**config.mk**
```make
export PLATFORM = sky130hd
export DESIGN_NAME = ssel_ctrl
export DESIGN_NICKNAME = d
export VERILOG_FILES = /design/src/rtl/ssel_pkg.sv /design/src/rtl/ssel_regs.sv /design/src/rtl/ssel_fsm.sv /design/src/rtl/ssel_drive.sv /design/src/rtl/ssel_ctrl.sv
export SDC_FILE = /design/constraint.sdc
export NUM_CORES = 1
export LEC_CHECK = 0
export ABC_AREA = 1
export BUFFER_PORTS_ARGS = -buffer_cell sky130_fd_sc_hd__buf_4
export CORE_MARGIN = 5
export CORE_UTILIZATION = 50
export DETAILED_ROUTE_END_ITERATION = 8
export PLACE_DENSITY = 0.89
export SETUP_SLACK_MARGIN = 0.4
export SYNTH_ARGS = -nofsm -noshare
export SYNTH_HDL_FRONTEND = slang
export SYNTH_HIERARCHICAL = 1
export SYNTH_SLANG_ARGS = --single-unit
```
**constraint.sdc**
```tcl
create_clock -name clk -period 1.86 [get_ports clk]
set_input_delay 0.279 -clock clk [delete_from_list [all_inputs] [get_ports clk]]
set_output_delay 0.279 -clock clk [all_outputs]
set_load 0.05 [all_outputs]
```
**src/rtl/ssel_pkg.sv**
```systemverilog
package ssel_pkg;
    typedef enum logic {
        WS_IDLE  = 1'b0,
        WS_SHIFT = 1'b1
    } word_state_e;
endpackage

```
**src/rtl/ssel_regs.sv**
```systemverilog
module ssel_regs #(
    parameter int NUM_SEL = 7,
    parameter int ADDR_W  = 2
) (
    input  logic               clk,
    input  logic               rst,
    input  logic               wr_en,
    input  logic [ADDR_W-1:0]  addr,
    input  logic [NUM_SEL-1:0] wdata,
    output logic [NUM_SEL-1:0] rdata,
    output logic [NUM_SEL-1:0] line_en,
    output logic [NUM_SEL-1:0] line_lvl
);
    localparam logic [ADDR_W-1:0] ADDR_EN  = ADDR_W'(0);
    localparam logic [ADDR_W-1:0] ADDR_LVL = ADDR_W'(1);

    always_ff @(posedge clk) begin
        if (rst) begin
            line_en  <= '0;
            line_lvl <= '1;
        end else if (wr_en) begin
            if (addr == ADDR_EN)  line_en  <= wdata;
            if (addr == ADDR_LVL) line_lvl <= wdata;
        end
    end

    always_comb begin
        unique case (addr)
            ADDR_EN:  rdata = line_en;
            ADDR_LVL: rdata = line_lvl;
            default:  rdata = '0;
        endcase
    end
endmodule

```
**src/rtl/ssel_fsm.sv**
```systemverilog
module ssel_fsm
    import ssel_pkg::*;
(
    input  logic clk,
    input  logic rst,
    input  logic word_start,
    input  logic word_end,
    output logic active
);
    word_state_e state_q, state_d;

    always_ff @(posedge clk) begin
        if (rst) state_q <= WS_IDLE;
        else     state_q <= state_d;
    end

    always_comb begin
        state_d = state_q;
        unique case (state_q)
            WS_IDLE:  if (word_start) state_d = WS_SHIFT;
            WS_SHIFT: if (word_end)   state_d = WS_IDLE;
            default:  state_d = WS_IDLE;
        endcase
    end

    always_comb begin
        active = (state_q == WS_SHIFT);
    end
endmodule

```
**src/rtl/ssel_drive.sv**
```systemverilog
module ssel_drive #(
    parameter int NUM_SEL = 7
) (
    input  logic               cpha,
    input  logic               active,
    input  logic [NUM_SEL-1:0] line_en,
    input  logic [NUM_SEL-1:0] line_lvl,
    output logic [NUM_SEL-1:0] ssel_n,
    output logic [NUM_SEL-1:0] ssel_oe
);
    for (genvar i = 0; i < NUM_SEL; i++) begin : g_line
        always_comb begin
            ssel_oe[i] = line_en[i];
            if (!line_en[i])  ssel_n[i] = 1'b1;
            else if (cpha)    ssel_n[i] = line_lvl[i];
            else              ssel_n[i] = ~active;
        end
    end
endmodule

```
**src/rtl/ssel_ctrl.sv**
```systemverilog
module ssel_ctrl #(
    parameter int NUM_SEL = 7,
    parameter int ADDR_W  = 2
) (
    input  logic               clk,
    input  logic               rst,
    input  logic               cpha,
    input  logic               word_start,
    input  logic               word_end,
    input  logic               bus_wr,
    input  logic [ADDR_W-1:0]  bus_addr,
    input  logic [NUM_SEL-1:0] bus_wdata,
    output logic [NUM_SEL-1:0] bus_rdata,
    output logic [NUM_SEL-1:0] ssel_n,
    output logic [NUM_SEL-1:0] ssel_oe
);
    logic [NUM_SEL-1:0] line_en;
    logic [NUM_SEL-1:0] line_lvl;
    logic               active;

    ssel_regs #(.NUM_SEL(NUM_SEL), .ADDR_W(ADDR_W)) u_regs (
        .clk      (clk),
        .rst      (rst),
        .wr_en    (bus_wr),
        .addr     (bus_addr),
        .wdata    (bus_wdata),
        .rdata    (bus_rdata),
        .line_en  (line_en),
        .line_lvl (line_lvl)
    );

    ssel_fsm u_fsm (
        .clk        (clk),
        .rst        (rst),
        .word_start (word_start),
        .word_end   (word_end),
        .active     (active)
    );

    ssel_drive #(.NUM_SEL(NUM_SEL)) u_drive (
        .cpha     (cpha),
        .active   (active),
        .line_en  (line_en),
        .line_lvl (line_lvl),
        .ssel_n   (ssel_n),
        .ssel_oe  (ssel_oe)
    );
endmodule

```
* After elaboration in Yosys (flattened, before gate mapping) *
Index checks and enable logic that the tools add are counted.
W data, S select, Z words.

storage, ports and cells
  flip-flop bits (word level) = 15
  input port bits = 15
  output and inout port bits = 21
  word-level logic and storage cells = 26

cells by class
  equal/unequal tests = 1
  muxes and demuxes = 18
  bitwise gates (word level) = 1
  reduce and logical (&&, ||, !) cells = 3

operators by type and width
  kind                  count
  $mux W1               16
  $pmux W7 S2           1
  $reduce_and A2 Y1     2
  $eq A2 B1 Y1 const B  1
  $logic_not A2 Y1      1
  $pmux W1 S2           1
  $not A1 Y1            1

* Longest topological paths before layout *
Gate-level depths: netlist of run 1.

  depth in word-level cells = 3
  depth in mapped cells = 6
  gate-level depth less buffers = 4

* By module *
The synthesis of run 1 kept the hierarchy.

modules (own cells, without submodules)
  module      instances  cells each  area an instance (um^2)  seq. area each (um^2)
  ssel_regs   1          103         713.2                    280.3
  ssel_drive  1          25          192.7                    0.0
  ssel_fsm    1          6           41.3                     20.0

* Worst setup path before layout of run 1 *
Ideal clock, no wire load.

  kind = input -> output
  from = in bus_addr[0]
  to = out bus_rdata[1]
  arrival time = 1008 ps
  required time = 1581 ps
  setup slack = 573 ps
  stages = 5
  buffers on the path = 2
  cell sequence = buf_6 nor2_4 buf_6 nand2_1 nand2_1

between the ends
  word-level cells in the longest chain between the ends = 2
  elaborated cells on any way between the ends = 3
  classes of those cells = 1 x eq/ne; 1 x mux; 1 x reduce/logical

ends and longest elaborated chain
  element                                           line             source
  from (decl)                                       ssel_ctrl.sv:11  input logic [ADDR_W-1:0] bus_addr,
  $eq A2 B1 Y1 or $logic_not A2 Y1 (tied branches)  ssel_regs.sv:28  unique case (addr)
  $pmux W7 S2 *                                     ssel_regs.sv:28
  to (decl)                                         ssel_ctrl.sv:13  output logic [NUM_SEL-1:0] bus_rdata,

Mark *: on every way between the ends. The rest lies on a longest branch, timed or not.

* Worst setup path in the final report of run 1 *
  from = reg u_fsm.state_q, in the netlist u_fsm/active
  to = out ssel_n[6]

between the ends
  word-level cells in the longest chain between the ends = 3

ends and longest elaborated chain
  element                 line              source
  from (decl)             ssel_fsm.sv:10    word_state_e state_q, state_d;
  from (signal assigned)  ssel_fsm.sv:14    else state_q <= state_d;
  $not A1 Y1              ssel_drive.sv:16  else ssel_n[i] = ~active;
  $mux W1                 ssel_drive.sv:15  else if (cpha) ssel_n[i] = line_lvl[i];
  $mux W1                 ssel_drive.sv:14  if (!line_en[i]) ssel_n[i] = 1'b1;
  to (decl)               ssel_ctrl.sv:14   output logic [NUM_SEL-1:0] ssel_n,

No other way between the ends.

==> impl_results.md, run 1 <==
- Status: completed
- Htree depth: 1
- Cell Rows: 15
- Number of global-route vias before repair: 861
- Post-Syn Instances: around 130
- Clock latency on the worst-skew pair: ~0.28 ns
- Grt ovf: 0
- M1 wire length: a little over 900 um
- Synth Area in Adders: 0%
- Final GP Congestion: about 0.74
- Die area: approximately 2900 um2
- CTS clock-pin slew for the worst setup and hold paths: about 0.09 ns
- Type of the tightest min-delay check: in2reg
- Initial antenna violation count: 0
- Main combinational cell family by area after synthesis: simple AND/OR/NAND/NOR gates
- 1st-pass router iterations: 4
- Max clock buf depth: 2
- Die H: approximately 54 um
- Final WS setup: approximately 0.46 ns
- Ant. Diodes: 0
- Tcrit/Tclk final: between 70% and 80%
- CTS tree: yes
- CTS Buf Count: 3
- Placement Setup Slack: approximately 0.35 ns
- FF-to-FF Start: u_regs/line_en[2]$_SDFFE_PP0P_
- Minimum clock period: ~1.4 ns
- Post-synth top flop: dfxtp_1
- DR top layer: met4
- Largest net degree at the start of global routing: 23
- Startpoint Class: register
- Slew Viols, Final: 0
- Seq/Total Area, Yosys: approximately a third
- Synth warnings: 6
- Unrepaired setup endpoints after global routing: false
- IO Port Bufs: 35
- Via-per-instance ratio: approximately 5.2
- XOR/XNOR Fraction of Synth Area: 0%
- Post-DRT Antenna Nets: 0
- Critical path class: reg2out
- Mapped Area: ~950 um2
- Post-synth EDFFs: 0
- Setup_tns: 0 ns
- Post-Syn Area per Cell: 7.068 um2
- WL/cell: approximately 12 um
- WHS: between 0.2 and 0.25 ns
- Setup-failing EPs final: 0
- Post-synth top area share: 31.70%
- Asr flop ratio synth: 0%
- Fill cells: 149
- Final hold vios: 0
- Distinct cell type count after synthesis: 16
- Root buffer cell: clkbuf_4
- Drt drc: 0
- Max-slew headroom: about 70%
- Length of routed met3 wiring: around 170 um
- Post-synthesis mux area share: 0%
- Core ar.: between 1500 and 2000 um2
- First-pass GRT wire length: between 3 and 4 mm
- Drt initial violations: 37
- PwrDens: just under 700 nW/um2
- Share of layout cells above drive strength 1: between 30% and 40%
- Clk sinks: 15
- Chip width: approximately 54 um
- Via count: 958
- Routed wire length: between 2 and 2.5 mm
- Critical Path AT: 1.12 ns
- Slew at the pin with the worst max-slew slack: between 0.4 and 0.5 ns
- Total power: 0.0007948 W
- Post-detailed-placement half-perimeter wirelength: 1.603 mm
- VDD IR-drop max: about 400 uV
- #FFs+latches synth: 15
- Count leader, synth: nand2_1
- Main area contributors after synthesis: dfxtp_1 (32%), nand2_1 (15%), nand3_1 (12%)
- Worst Path Required: 1.58 ns
- Post-CTS Setup Repair Bufs: 0
- Synth Area in Simple Gates: a little under half
- Leakage power: 0.5764 nW
- Syn_nets: between 100 and 150
- Max cap viols: 0
- Post-synth top cells: nand2_1 (37), nand3_1 (22), dfxtp_1 (15)
- Worst-path fanout max: 7
- I/O pin count: 36
- Routed length on met2: 1.163 mm
- CP Capture Type: primary output
- Area growth, synth to finish: 21.53%
- Fmax: 716.4 MHz
- Cell accounting for the most synthesized area: dfxtp_1
- Initial Util: between 50% and 60%
- Crit path from: u_fsm/active$_SDFF_PP0_
- Complex-gate fraction of the synthesized area: under 10%
- GRT Resource Usage Total: roughly 18%
- Hold path start: word_end
- Skew final: 0 ns
- Final net count: about 170
==> cells by family (layout without fill, tap and decap cells) <==
logic type	after synthesis	count (layout)
and+or+nand+nor	84	85
buffers and inverters	28	51
DFF	15	15
AOI/OAI and AO/OA	7	7
==> path summary, 6_finish.rpt <==
check                               endpoint  slack [ns]  depth (start not counted)
min reg2reg  u_regs/line_lvl[2]$_SDFFE_PP1P_        0.50                          2
max                                ssel_n[6]        0.46                          4
min                  u_fsm/active$_SDFF_PP0_        0.23                          4
max reg2reg   u_regs/line_en[2]$_SDFFE_PP0P_        1.16                          2
==> stage by stage <==
stage	util [%]	std cells	instance area (um2)
after floorplan	-	134	947.2
after global placement	63.12	178	1114
after detailed placement	63.12	178	1114
after CTS	64.96	183	1146
after global routing	65.25	183	1151
final	65.25	183	1151
==> registers in the layout (all words and copies together), names as in the netlist <==
signal / count
u_regs/line_lvl: 7
u_fsm/active: 1
u_regs/line_en: 7
==> area by class of cell <==
type	count	area (um2)	share of cell area (%)
Clock buffer	4	26.28	2.283
Inverter	12	53.80	4.674
Sequential cell	15	301.5	26.20
Tap cell	25	31.28	2.717
Timing Repair Buffer	35	262.8	22.83
Multi-Input combinational cell	92	475.5	41.30
==> routing by layer <==
metal | up-vias | GRT usage (%)
met4 | 0 | 11.49
met1 | 433 | 21.08
met3 | 4 | 2.254
met5 | - | 0
met2 | 45 | 29.39
li1 | 476 | -
==> cells in the final DEF, fill, tap and decap left out, types with 3 or more instances in the layout <==
master / n
buf_4: 35
dfxtp_1: 14
nor2_1: 8
nand2_1: 37
nand3_1: 22
nand3_2: 7
nand4_1: 7
inv_1: 10
a21oi_1: 6
clkbuf_4: 3
==> what timing repair did <==
| action | CTS | global route |
|---|---|---|
| pin swaps | 1 | 0 |
| resized for setup | 0 | 2 |
| hold buffers | 0 | 0 |
| cloned | 1 | 0 |
| endpoints found under the setup margin | 7 | 14 |
| hold endpoints to repair | 0 | 0 |
==> critical path, cell delays in order (launching register included) <==
cell and delay (ns):
dfxtp_2 0.34, inv_1 0.13, nand2_8 0.10, nand3_2 0.07, buf_4 0.19
==> report_power, final <==
part           total (W)  internal [W]  switching, W
combinational   0.000250     0.0000801      0.000170
clock           0.000189     0.0000832      0.000106
sequential      0.000356      0.000339     0.0000167
Power figures use the tool's default switching activity.
==> run 2, diff against run 1 <==
--- a/config.mk
+++ b/config.mk
@@ -8,9 +8,9 @@
 export ABC_AREA = 1
 export BUFFER_PORTS_ARGS = -buffer_cell sky130_fd_sc_hd__buf_4
 export CORE_MARGIN = 5
-export CORE_UTILIZATION = 50
+export CORE_UTILIZATION = 47
 export DETAILED_ROUTE_END_ITERATION = 8
-export PLACE_DENSITY = 0.89
+export PLACE_DENSITY = 0.85
 export SETUP_SLACK_MARGIN = 0.4
 export SYNTH_ARGS = -nofsm -noshare
 export SYNTH_HDL_FRONTEND = slang
==> constraint.sdc (replaced) <==
create_clock -name clk -period 1.3 [get_ports clk]
set_input_delay 0.195 -clock clk [delete_from_list [all_inputs] [get_ports clk]]
set_output_delay 0.195 -clock clk [all_outputs]
set_load 0.05 [all_outputs]
==> impl_results.md, run 2 (synthesized netlist as in run 1, its figures left out) <==
- Worst-path fanout max: 7 (unchanged)
- Number of global-route vias before repair: 1111 (+29%)
- Initial antenna violation count: 0 (unchanged)
- Setup_tns: 0 ns (unchanged)
- Core ar.: 1942 um2 (+10%)
- Grt ovf: 0 (unchanged)
- Share of layout cells above drive strength 1: 60.00% (+26 points)
- Chip width: 54.89 um (+2.6%)
- Max-slew headroom: 70.81% (+1.8 points)
- Via count: 1113 (+16%)
- Unrepaired setup endpoints after global routing: true
- Startpoint Class: register
- Placed Area: 1211 um2 (+8.8%)
- 1st-pass router iterations: 4 (unchanged)
- Clk sinks: 15 (unchanged)
- CTS tree: yes
- Max clock buf depth: 2 (unchanged)
- Final net count: 186 (+6.9%)
- Skew final: 0 ns (unchanged)
- VDD IR-drop max: 612.8 uV (+52%)
- Routed wire length: 3.349 mm (+47%)
- Ant. Diodes: 0 (unchanged)
- Met2 usage: 43.11% (+14 points)
- Post-DRT Antenna Nets: 0 (unchanged)
- Type of the tightest min-delay check: in2reg
- Minimum clock period: between 1 and 1.5 ns
- Max cap viols: 0 (unchanged)
- Placement Setup Slack: 0.02624 ns (-0.3277 ns)
- Via-per-instance ratio: 5.650 (+7.9%)
- Critical path class: reg2out
- Met3 GRT Util: 2.949% (+0.70 points)
- Status: completed
- Drt initial violations: 54 (+46%)
- CTS clock-pin slew for the worst setup and hold paths: 0.10 ns (about the same)
- Die area: 3013 um2 (+5.2%)
- Largest net degree at the start of global routing: 23 (unchanged)
- Fmax: slightly below 800 MHz
- First-pass GRT wire length: 5.230 mm (+42%)
- WL/cell: 17.00 um (+37%)
- Final hold vios: 0 (unchanged)
- Area growth, synth to finish: 68.30%
- Worst Path Required: 1.11 ns (-0.47 ns)
- Slew Viols, Final: 0 (unchanged)
- IO Port Bufs: 35 (unchanged)
- Slew at the pin with the worst max-slew slack: 0.4374 ns (-0.02728 ns)
- Final GP Congestion: 0.7953 (+8.1%)
- PwrDens: 812.3 nW/um2 (+18%)
- Initial Util: 48.78% (-4.9 points)
- Die H: 54.89 um (+2.6%)
- Final Cell Area: 1594 um2 (+38%)
- Fin util: 82.09% (+17 points)
- Leakage power: 0.7907 nW (+37%)
- Drt drc: 0 (unchanged)
- Setup-failing EPs final: 0 (unchanged)
- Tcrit/Tclk final: between 90% and 100%
- Htree depth: 1 (unchanged)
- GR Layer Usage met1: 29.89% (+8.8 points)
- Critical Path AT: 1.06 ns (-0.06 ns)
- Cell Rows: 16 (+1)
- Clock latency on the worst-skew pair: 0.29 ns (about the same)
- Most frequent cells in the layout: buf_4 (23), nand2_1 (23), buf_8 (15), nand3_1 (14)
- Post-detailed-placement half-perimeter wirelength: 1.827 mm (+14%)
- I/O pin count: 36 (unchanged)
- Root buffer cell: clkbuf_4
- GRT Resource Usage Total: 24.82% (+7.2 points)
- CP Capture Type: primary output
- GR peak layer: met2
- Final WS setup: 0.04361 ns (-0.4204 ns)
- CTS Buf Count: 3 (unchanged)
- Hold_buf cts: 0 (unchanged)
## run 2: changes by cell type in the layout (fill, tap and decap cells not counted), moves of 2 or more
cell,before,now
buf_8,0,15
dfxtp_1,14,0
nand2_1,37,23
nand2_4,0,13
buf_4,35,23
buf_6,0,9
dfxtp_4,0,8
nand3_1,22,14
dfxtp_2,1,7
nand3_2,7,13
nand3_4,0,2
## run 2: per-layer routing
layer / wire length (um) / vias up
met4: 97 / 0
met1: 1271 / 524
li1: - / 503
met5: 0 / -
met2: 1764 / 72
met3: 215 / 14
## run 2: power by group
part	internal, W	total (W)	switching [W]
logic	0.000202	0.000496	0.000295
registers	0.000480	0.000519	0.0000384
clock network	0.000114	0.000280	0.000166
total	0.000796	0.00129	0.000499
## run 2: layout make-up
cell class	instances	area (um2)
Sequential cell	15	339.1
Clock inverter	1	5.005
Clock buffer	3	22.52
Multi-Input combinational cell	91	624.3
Timing Repair Buffer	48	519.2
Tap cell	27	33.78
Inverter	12	50.05
Fill cell	121	347.8
## run 2: stage by stage
step	total power (W)	hold slack [ns]	instances
2_1_floorplan	0.0008098	0.3380	134
3_3_place_gp	0.0008962	0.4279	184
3_5_place_dp	0.0009074	0.4413	184
4_1_cts	0.001261	0.1431	193
5_1_grt	0.001342	0.1582	197
6_report	0.001295	0.1348	197
## run 2: final timing paths
path | from | endpoint | slack [ns] | cells after the start
max | u_fsm/active$_SDFF_PP0_ | ssel_n[1] | 0.04 | 4
min | word_start | u_fsm/active$_SDFF_PP0_ | 0.13 | 3
max reg2reg | u_fsm/active$_SDFF_PP0_ | u_fsm/active$_SDFF_PP0_ | 0.56 | 3
min reg2reg | u_regs/line_lvl[3]$_SDFFE_PP1P_ | u_regs/line_lvl[3]$_SDFFE_PP1P_ | 0.49 | 2
## run 2: worst max-delay path, cell delays in order, from the launching register on
cell,delay [ns]
dfxtp_2,0.34
inv_2,0.09
nand2_8,0.09
nand3_2,0.09
buf_6,0.16
## run 2: what timing repair did
| action | CTS | global route |
|---|---|---|
| gates resized for setup | 78 | 8 |
| gates cloned | 0 | 0 |
| setup endpoints to repair | 21 | 28 |
| buffers inserted | 5 | 4 |
| pin swaps | 15 | 3 |
| hold endpoints to repair | 0 | 0 |
